### src/rtl/vpc_pkg.sv
// Shared widths and types for the vertical phase correction block.
package vpc_pkg;
    localparam int COEF_W = 8;   // signed tilt/bow coefficient width
    localparam int OUT_W  = 12;  // signed phase offset width

    typedef logic signed [COEF_W-1:0] coef_t;
    typedef logic signed [OUT_W-1:0]  phase_t;
endpackage

### src/rtl/vpc_coef_shadow.sv
// Holds the coefficients and base phase for the current field.
// Assumes: frame_start is a single-cycle strobe. The effective outputs
// pass the incoming values through in the frame-start cycle, so that
// the accumulator initialisation sees the new field's coefficients.
module vpc_coef_shadow
    import vpc_pkg::*;
(
    input  logic   clk,
    input  logic   rst_n,
    input  logic   frame_start,
    input  coef_t  tilt_in,
    input  coef_t  bow_in,
    input  phase_t base_in,
    output coef_t  tilt_eff,
    output coef_t  bow_eff,
    output phase_t base_eff
);
    coef_t  tilt_q;
    coef_t  bow_q;
    phase_t base_q;
    logic   armed;

    // Capture the field's settings on frame start only.
    always_ff @(posedge clk) begin
        if (!rst_n) begin
            tilt_q <= '0;
            bow_q  <= '0;
            base_q <= '0;
        end else if (frame_start) begin
            tilt_q <= tilt_in;
            bow_q  <= bow_in;
            base_q <= base_in;
        end
    end

    // Marks that held state has been defined by at least one reset edge.
    always_ff @(posedge clk) armed <= rst_n;

    // Select the incoming values in the frame-start cycle, the held ones otherwise.
    always_comb begin
        tilt_eff = frame_start ? tilt_in : tilt_q;
        bow_eff  = frame_start ? bow_in  : bow_q;
        base_eff = frame_start ? base_in : base_q;
    end

    AST_SHADOW_FRAME_ONLY: assert property (@(posedge clk) disable iff (!rst_n)
        (armed && !frame_start) |=> ($stable(tilt_q) && $stable(bow_q) && $stable(base_q)));
endmodule

### src/rtl/vpc_fwd_diff.sv
// Forward-difference evaluator for P(y) = Ts*y + B*y*y, with Ts = tilt << K
// and y = n - CENTER_LINE.
// Assumes: fewer than MAX_LINES line strobes per field, so that ACC_W holds
// every intermediate value. The initial values use constant multiplies only.
module vpc_fwd_diff
    import vpc_pkg::*;
#(
    parameter int CENTER_LINE = 288,
    parameter int TILT_SHIFT  = 8,
    parameter int ACC_W       = 31
) (
    input  logic                    clk,
    input  logic                    rst_n,
    input  logic                    frame_start,
    input  logic                    line_step,
    input  coef_t                   tilt_eff,
    input  coef_t                   bow_eff,
    output logic signed [ACC_W-1:0] acc
);
    localparam logic signed [ACC_W-1:0] CTR    = ACC_W'(CENTER_LINE);
    localparam logic signed [ACC_W-1:0] CTR_SQ = ACC_W'(CENTER_LINE * CENTER_LINE);
    localparam logic signed [ACC_W-1:0] D1_K   = ACC_W'(1 - 2 * CENTER_LINE);

    logic signed [ACC_W-1:0] tilt_x, bow_x, tilt_sc;
    logic signed [ACC_W-1:0] p_init, d1_init;
    logic signed [ACC_W-1:0] d1, d2;
    logic                    armed;

    // Sign-extend the coefficients and scale the tilt to the bow's precision.
    always_comb begin
        tilt_x  = {{(ACC_W-COEF_W){tilt_eff[COEF_W-1]}}, tilt_eff};
        bow_x   = {{(ACC_W-COEF_W){bow_eff[COEF_W-1]}}, bow_eff};
        tilt_sc = tilt_x <<< TILT_SHIFT;
        p_init  = bow_x * CTR_SQ - tilt_sc * CTR;
        d1_init = tilt_sc + bow_x * D1_K;
    end

    // Load the top-line state at frame start, then step once per line.
    always_ff @(posedge clk) begin
        if (!rst_n) begin
            acc <= '0;
            d1  <= '0;
            d2  <= '0;
        end else if (frame_start) begin
            acc <= p_init;
            d1  <= d1_init;
            d2  <= bow_x <<< 1;
        end else if (line_step) begin
            acc <= acc + d1;
            d1  <= d1 + d2;
        end
    end

    // Marks that state has been defined by at least one reset edge.
    always_ff @(posedge clk) armed <= rst_n;

    AST_D2_FIELD_CONST: assert property (@(posedge clk) disable iff (!rst_n)
        (armed && !frame_start) |=> $stable(d2));
    AST_ACC_STEP: assert property (@(posedge clk) disable iff (!rst_n)
        (armed && line_step) |=> (acc == $past(acc) + $past(d1)));
    AST_IDLE_HOLD: assert property (@(posedge clk) disable iff (!rst_n)
        (armed && !line_step && !frame_start) |=> ($stable(acc) && $stable(d1)));
endmodule

### src/rtl/vpc_out_stage.sv
// Scales the accumulator down, adds the base phase and saturates to OUT_W
// bits. Registers the result together with a one-cycle valid pulse.
// Assumes: ACC_W - FRAC_SHIFT + 1 is larger than OUT_W.
module vpc_out_stage
    import vpc_pkg::*;
#(
    parameter int ACC_W      = 31,
    parameter int FRAC_SHIFT = 12
) (
    input  logic                    clk,
    input  logic                    rst_n,
    input  logic                    line_step,
    input  logic signed [ACC_W-1:0] acc,
    input  phase_t                  base_eff,
    output phase_t                  phase_out,
    output logic                    phase_valid
);
    localparam int SC_W  = ACC_W - FRAC_SHIFT;
    localparam int SUM_W = SC_W + 1;
    localparam logic signed [SUM_W-1:0] HI = SUM_W'((1 << (OUT_W-1)) - 1);
    localparam logic signed [SUM_W-1:0] LO = -HI - SUM_W'(1);

    logic signed [SC_W-1:0]  scaled;
    logic signed [SUM_W-1:0] sum;
    phase_t                  clipped;
    logic                    armed;

    // Floor-divide by 2^FRAC_SHIFT, add the base, clip to the output range.
    always_comb begin
        scaled = acc[ACC_W-1:FRAC_SHIFT];
        sum    = {scaled[SC_W-1], scaled} + {{(SUM_W-OUT_W){base_eff[OUT_W-1]}}, base_eff};
        if (sum > HI)      clipped = HI[OUT_W-1:0];
        else if (sum < LO) clipped = LO[OUT_W-1:0];
        else               clipped = sum[OUT_W-1:0];
    end

    // Register the offset on each line step and pulse valid.
    always_ff @(posedge clk) begin
        if (!rst_n) begin
            phase_out   <= '0;
            phase_valid <= 1'b0;
        end else begin
            phase_valid <= line_step;
            if (line_step) phase_out <= clipped;
        end
    end

    // Marks that the output has been defined by at least one reset edge.
    always_ff @(posedge clk) armed <= rst_n;

    AST_VALID_AFTER_LINE: assert property (@(posedge clk) disable iff (!rst_n)
        line_step |=> phase_valid);
    AST_NO_STRAY_VALID: assert property (@(posedge clk) disable iff (!rst_n)
        !line_step |=> !phase_valid);
    AST_OUT_HOLD: assert property (@(posedge clk) disable iff (!rst_n)
        (armed && !line_step) |=> $stable(phase_out));
    AST_CLIP_HIGH: assert property (@(posedge clk) disable iff (!rst_n)
        (line_step && (sum > HI)) |=> (phase_out == HI[OUT_W-1:0]));
    AST_CLIP_LOW: assert property (@(posedge clk) disable iff (!rst_n)
        (line_step && (sum < LO)) |=> (phase_out == LO[OUT_W-1:0]));
endmodule

### src/rtl/vert_phase_corr.sv
// Top of the vertical-dependent phase correction. Computes, once per line,
// base + floor((tilt*2^(BOW_SHIFT-TILT_SHIFT)*y + bow*y^2) / 2^BOW_SHIFT),
// with y = line - CENTER_LINE, saturated to a signed 12-bit range.
// Assumes: one-cycle strobes, and fewer than MAX_LINES lines per field.
module vert_phase_corr
    import vpc_pkg::*;
#(
    parameter int CENTER_LINE = 288,
    parameter int MAX_LINES   = 1024,
    parameter int TILT_SHIFT  = 4,
    parameter int BOW_SHIFT   = 12
) (
    input  logic                     clk,
    input  logic                     rst_n,
    input  logic                     frame_start,
    input  logic                     line_start,
    input  logic signed [COEF_W-1:0] tilt_coef,
    input  logic signed [COEF_W-1:0] bow_coef,
    input  logic signed [OUT_W-1:0]  base_phase,
    output logic signed [OUT_W-1:0]  phase_out,
    output logic                     phase_valid
);
    localparam int YW    = $clog2(MAX_LINES);
    localparam int ACC_W = COEF_W + 2 * YW + 3;
    localparam int K     = BOW_SHIFT - TILT_SHIFT;

    logic                    line_step;
    coef_t                   tilt_eff, bow_eff;
    phase_t                  base_eff;
    logic signed [ACC_W-1:0] acc;

    // A frame start takes priority over a coincident line strobe.
    assign line_step = line_start & ~frame_start;

    vpc_coef_shadow u_shadow (
        .clk         (clk),
        .rst_n       (rst_n),
        .frame_start (frame_start),
        .tilt_in     (tilt_coef),
        .bow_in      (bow_coef),
        .base_in     (base_phase),
        .tilt_eff    (tilt_eff),
        .bow_eff     (bow_eff),
        .base_eff    (base_eff)
    );

    vpc_fwd_diff #(
        .CENTER_LINE (CENTER_LINE),
        .TILT_SHIFT  (K),
        .ACC_W       (ACC_W)
    ) u_diff (
        .clk         (clk),
        .rst_n       (rst_n),
        .frame_start (frame_start),
        .line_step   (line_step),
        .tilt_eff    (tilt_eff),
        .bow_eff     (bow_eff),
        .acc         (acc)
    );

    vpc_out_stage #(
        .ACC_W       (ACC_W),
        .FRAC_SHIFT  (BOW_SHIFT)
    ) u_out (
        .clk         (clk),
        .rst_n       (rst_n),
        .line_step   (line_step),
        .acc         (acc),
        .base_eff    (base_eff),
        .phase_out   (phase_out),
        .phase_valid (phase_valid)
    );

    AST_COLLIDE_NO_VALID: assert property (@(posedge clk) disable iff (!rst_n)
        frame_start |=> !phase_valid);
endmodule

### config.mk
export PLATFORM = sky130hd
export DESIGN_NAME = vert_phase_corr
export DESIGN_NICKNAME = d
export VERILOG_FILES = /design/src/rtl/vpc_pkg.sv /design/src/rtl/vpc_coef_shadow.sv /design/src/rtl/vpc_fwd_diff.sv /design/src/rtl/vpc_out_stage.sv /design/src/rtl/vert_phase_corr.sv
export SDC_FILE = /design/constraint.sdc
export NUM_CORES = 1
export LEC_CHECK = 0
export BUFFER_PORTS_ARGS = -buffer_cell sky130_fd_sc_hd__buf_2
export CORE_MARGIN = 2
export CORE_UTILIZATION = 65
export DETAILED_ROUTE_END_ITERATION = 6
export PLACE_DENSITY = 0.87
export SLEW_MARGIN = 20
export SYNTH_ARGS = -nofsm -noshare
export SYNTH_HDL_FRONTEND = slang
export SYNTH_SLANG_ARGS = --single-unit
### constraint.sdc
create_clock -name clk -period 10.5 [get_ports clk]
set_input_delay 0.525 -clock clk [delete_from_list [all_inputs] [get_ports clk]]
set_output_delay 0.525 -clock clk [all_outputs]
set_load 0.02 [all_outputs]
==> results.cfg <==
[run_status]
status = finished clean

[sta]
rsz0062_at_grt = false
skew_ns = 0.01435
setup_tns_ns = 0
relSlewSlack = 0.2683
fin_crit_sh = 0.6252
maxSlewViolCount = 0
fin_crit_ns = 6.565
tightest_slew_ns = 1.096
finalHoldViolCount = 0
setup_violations = 0
fmax_ghz = 0.1523

[finish]
diodes = 0
drive_gt1_frac = 0.08504
nets = 1602
area_delta_synth_final_pct = 6.302
final_area_um2 = 12090
multiInputGateArea_um2 = 8534
n_fill_cell = 1338
regArea_um2 = 2222

[die]
placementRows = 48
die-width_um = 136.3
initial_core_util = 0.6624
die_y_um = 136.3
ios = 45
dieArea_um2 = 18580
core_um2 = 17180

[logic_synthesis]
synth_ff_type = dfxtp_1
ys_ff_latch = 111
netlist_area_um2 = 11380
synth_compound_area_frac = 0.2396
synth_edf_count = 0
synthSimpleGateAreaFrac = 0.1286
synth_adder_area_share = 0.2644
yosysSeqAreaShare = 0.1953
synth_mux_area_frac = 0.03959
synth_xor_xnor_area_share = 0.07698
syn_nets = 1584
async_flop_share = 0
synth_cells = 1341
yosys_warnings = 0
avgSynthCellArea_um2 = 8.484
ys_types = 77
synth_top_family_by_area = adder cells

[clock_tree]
path_clk_slew_ns = 0.08
cts_tree = built
htree_num_levels = 3
worstSkewPairLatency_ns = 0.37
cts.sink_count = 111
postCtsHoldBufs = 0
cts_resized = 0
clockBufferDepth = 2
root_buffer = clkbuf_16
numCtsBuffers = 9
cts_setup_buffers = 0

[worst_setup_path]
cp_cell_sequence = buf_4 -> clkinv_1 -> buf_4 -> a21boi_0 -> inv_1 -> ha_1 -> fa_1 -> inv_1 -> fa_1 -> inv_1 -> fa_1 -> ha_1 -> a31o_2 -> a21o_1 -> a41oi_1 -> a211o_1 -> o21ai_0 -> xnor2_1 -> o21ai_1 -> o21a_1 -> o31ai_1
crit_fanout = 43
cp_num_buf_inv = 6
cp_top_family = compound AO/OA/AOI/OAI gates
cp-end-kind = register
slowest_delay_ns = 0.64
timing.rr.end = u_diff.d1[30]
r2r_start = u_shadow.bow_q[7]
rr_worst_depth = 18
critical_path_class = in2reg
critPathLaunchType = input pin
critical_path_arrival_ns = 6.79
cp_data_required_time_ns = 10.72
r2r_slack_ns = 4.52
slowest_stage = o21ai_1

[grt]
grt_max_degree = 80
grt_pass1_wl_um = 46150
grt_pass1_vias = 9856
grt_usage = 0.3122
antenna_found_initial = 0
grt_remaining_overflow = 0

[min_path]
hp-class = in2reg
worstHoldPathCells = 3
hold-path-endpoint = u_diff.d2[7]
min_from = bow_coef[6]

[detailed_routing]
drt.antenna.violating_nets = 0
wl_um = 27920
vias = 9815
vias_per_cell = 6.177
drc = 0
drtPass1Iterations = 5
drtIter0Drc = 715
wl_per_cell_um = 17.57

[pwr]
ir_worst_vdd_uv = 343.1
power_density_nw_per_um2 = 243.5
leakagePower_nw = 5.915

[placed_design]
place_area_um2 = 11760
io_buffer_count = 44
place_congestion = 0.9597
dp_hpwl_um = 21230

[job]
drv_cap = 0
layout make-up:
cell class	count	share of cell area
Multi-Input combinational cell	1066	0.7057
Sequential cell	111	0.1837
Inverter	118	0.03662
Timing Repair Buffer	53	0.02400
Tap cell	225	0.02328
Clock buffer	10	0.01976
Clock inverter	6	0.006932
cell usage after synthesis (3+ instances only):
master	instances	area (um^2)
xnor2_1	59	516.8
a211oi_1	36	270.3
nand4_1	9	56.30
inv_1	116	435.4
o21ai_0	65	325.3
and3_1	10	62.56
a2111o_1	3	33.78
a21boi_0	3	22.52
fa_1	49	980.9
nor2b_1	15	93.84
o221ai_1	4	35.03
a221oi_1	8	70.07
a31o_2	4	35.03
or3_1	6	37.54
a21o_1	45	337.8
nand3_1	14	70.07
nand2b_1	9	56.30
a41oi_1	4	35.03
o31ai_1	10	75.07
o21ai_1	4	20.02
clkbuf_1	36	135.1
nor3_1	18	90.09
a211o_1	5	43.79
or2_2	7	43.79
nand2_1	90	337.8
a21oi_1	135	675.7
o211ai_1	6	45.04
ha_1	162	2027
a31oi_1	6	37.54
o311ai_0	4	35.03
and2_1	24	150.1
o21a_1	17	127.6
xor2_1	41	359.1
nor2_1	89	334.1
buf_1	6	22.52
dfxtp_1	111	2222
o21bai_1	19	142.6
mux2i_1	27	270.3
nor3b_1	5	37.54
mux2_2	16	180.2
logic make-up (layout without fill, tap and decap cells):
| group | Yosys count | in the layout |
|---|---|---|
| muxes | 43 | 43 |
| AOI/OAI and AO/OA | 407 | 407 |
| adders and majority gates | 211 | 211 |
| and+or+nand+nor | 305 | 305 |
| xor gates and xnor gates | 100 | 100 |
| buffers and inverters | 164 | 187 |
| DFF | 111 | 111 |
state kept, by name, summed over array words and instances (netlist names):
| signal | cells |
|---|---|
| u_shadow.base_q | 12 |
| u_diff.d2 | 8 |
| u_out.phase_out | 12 |
| u_diff.acc | 31 |
| u_shadow.tilt_q | 8 |
| u_out.phase_valid | 1 |
| u_shadow.bow_q | 8 |
| u_diff.d1 | 31 |
worst max path at each step:
stage / to / depth (start not counted) / start / slack (ns)
floorplan: u_diff.d1[26] / 20 / frame_start / 3.91
global placement: u_diff.d1[30] / 21 / frame_start / 3.72
detailed placement: u_diff.d1[30] / 21 / frame_start / 3.50
CTS: u_diff.d1[30] / 21 / frame_start / 3.79
global route: u_diff.d1[30] / 21 / frame_start / 3.53
finish: u_diff.d1[30] / 21 / frame_start / 3.93
where the power goes:
group | internal [mW] | leakage, nW | switching, mW
logic | 0.812 | 4.84 | 1.17
registers | 0.502 | 0.918 | 0.0783
clock network | 0.199 | 0.159 | 0.184
total | 1.51 | 5.91 | 1.43
worst reg2reg max path: cells and delay by family (launching register included):
kind	cells	cell delay, ns
flip-flops	1	0.31
adder cells (fa/ha/maj)	5	2.53
buffers and inverters	3	0.61
AO/OA/AOI/OAI	7	1.98
AND/OR/NAND/NOR	2	0.17
XOR/XNOR	1	0.22
placed cells by master, fill, tap and decap left out, drive strengths merged, types with 11 or more instances in the layout:
cell type,instances
and3,11
buf,53
o31ai,11
and2,24
mux2,16
fa,49
nor2b,15
nand3,14
o21ai,70
nor3,18
a21o,45
a211oi,38
nand2,91
ha,162
nor2,89
xnor2,59
o21a,17
dfxtp,111
o21bai,19
a21oi,138
xor2,41
mux2i,27
inv,120
per-stage QoR:
step	total power [mW]	utilization	worst slack, ns	hold slack (ns)	cells
2_1_floorplan	2.049	-	3.911	0.4491	1341
3_3_place_gp	2.417	0.6847	3.717	0.4461	1573
3_5_place_dp	2.479	0.6847	3.505	0.4494	1573
4_1_cts	2.903	0.7035	3.788	0.4367	1589
5_1_grt	3.163	0.7041	3.534	0.4630	1589
6_report	2.945	0.7041	3.935	0.4476	1589
layer usage:
| layer | wire length, um | vias up | share of wire | GRT usage |
|---|---|---|---|---|
| met5 | 0 | - | 0 | 0 |
| met4 | 1181 | 0 | 0.042 | 0.1528 |
| met3 | 1223 | 96 | 0.044 | 0.04139 |
| met2 | 13580 | 289 | 0.49 | 0.5447 |
| met1 | 11940 | 4620 | 0.43 | 0.3778 |
| li1 | - | 4810 | - | - |
Note: power is estimated with default switching activity, not from simulation.
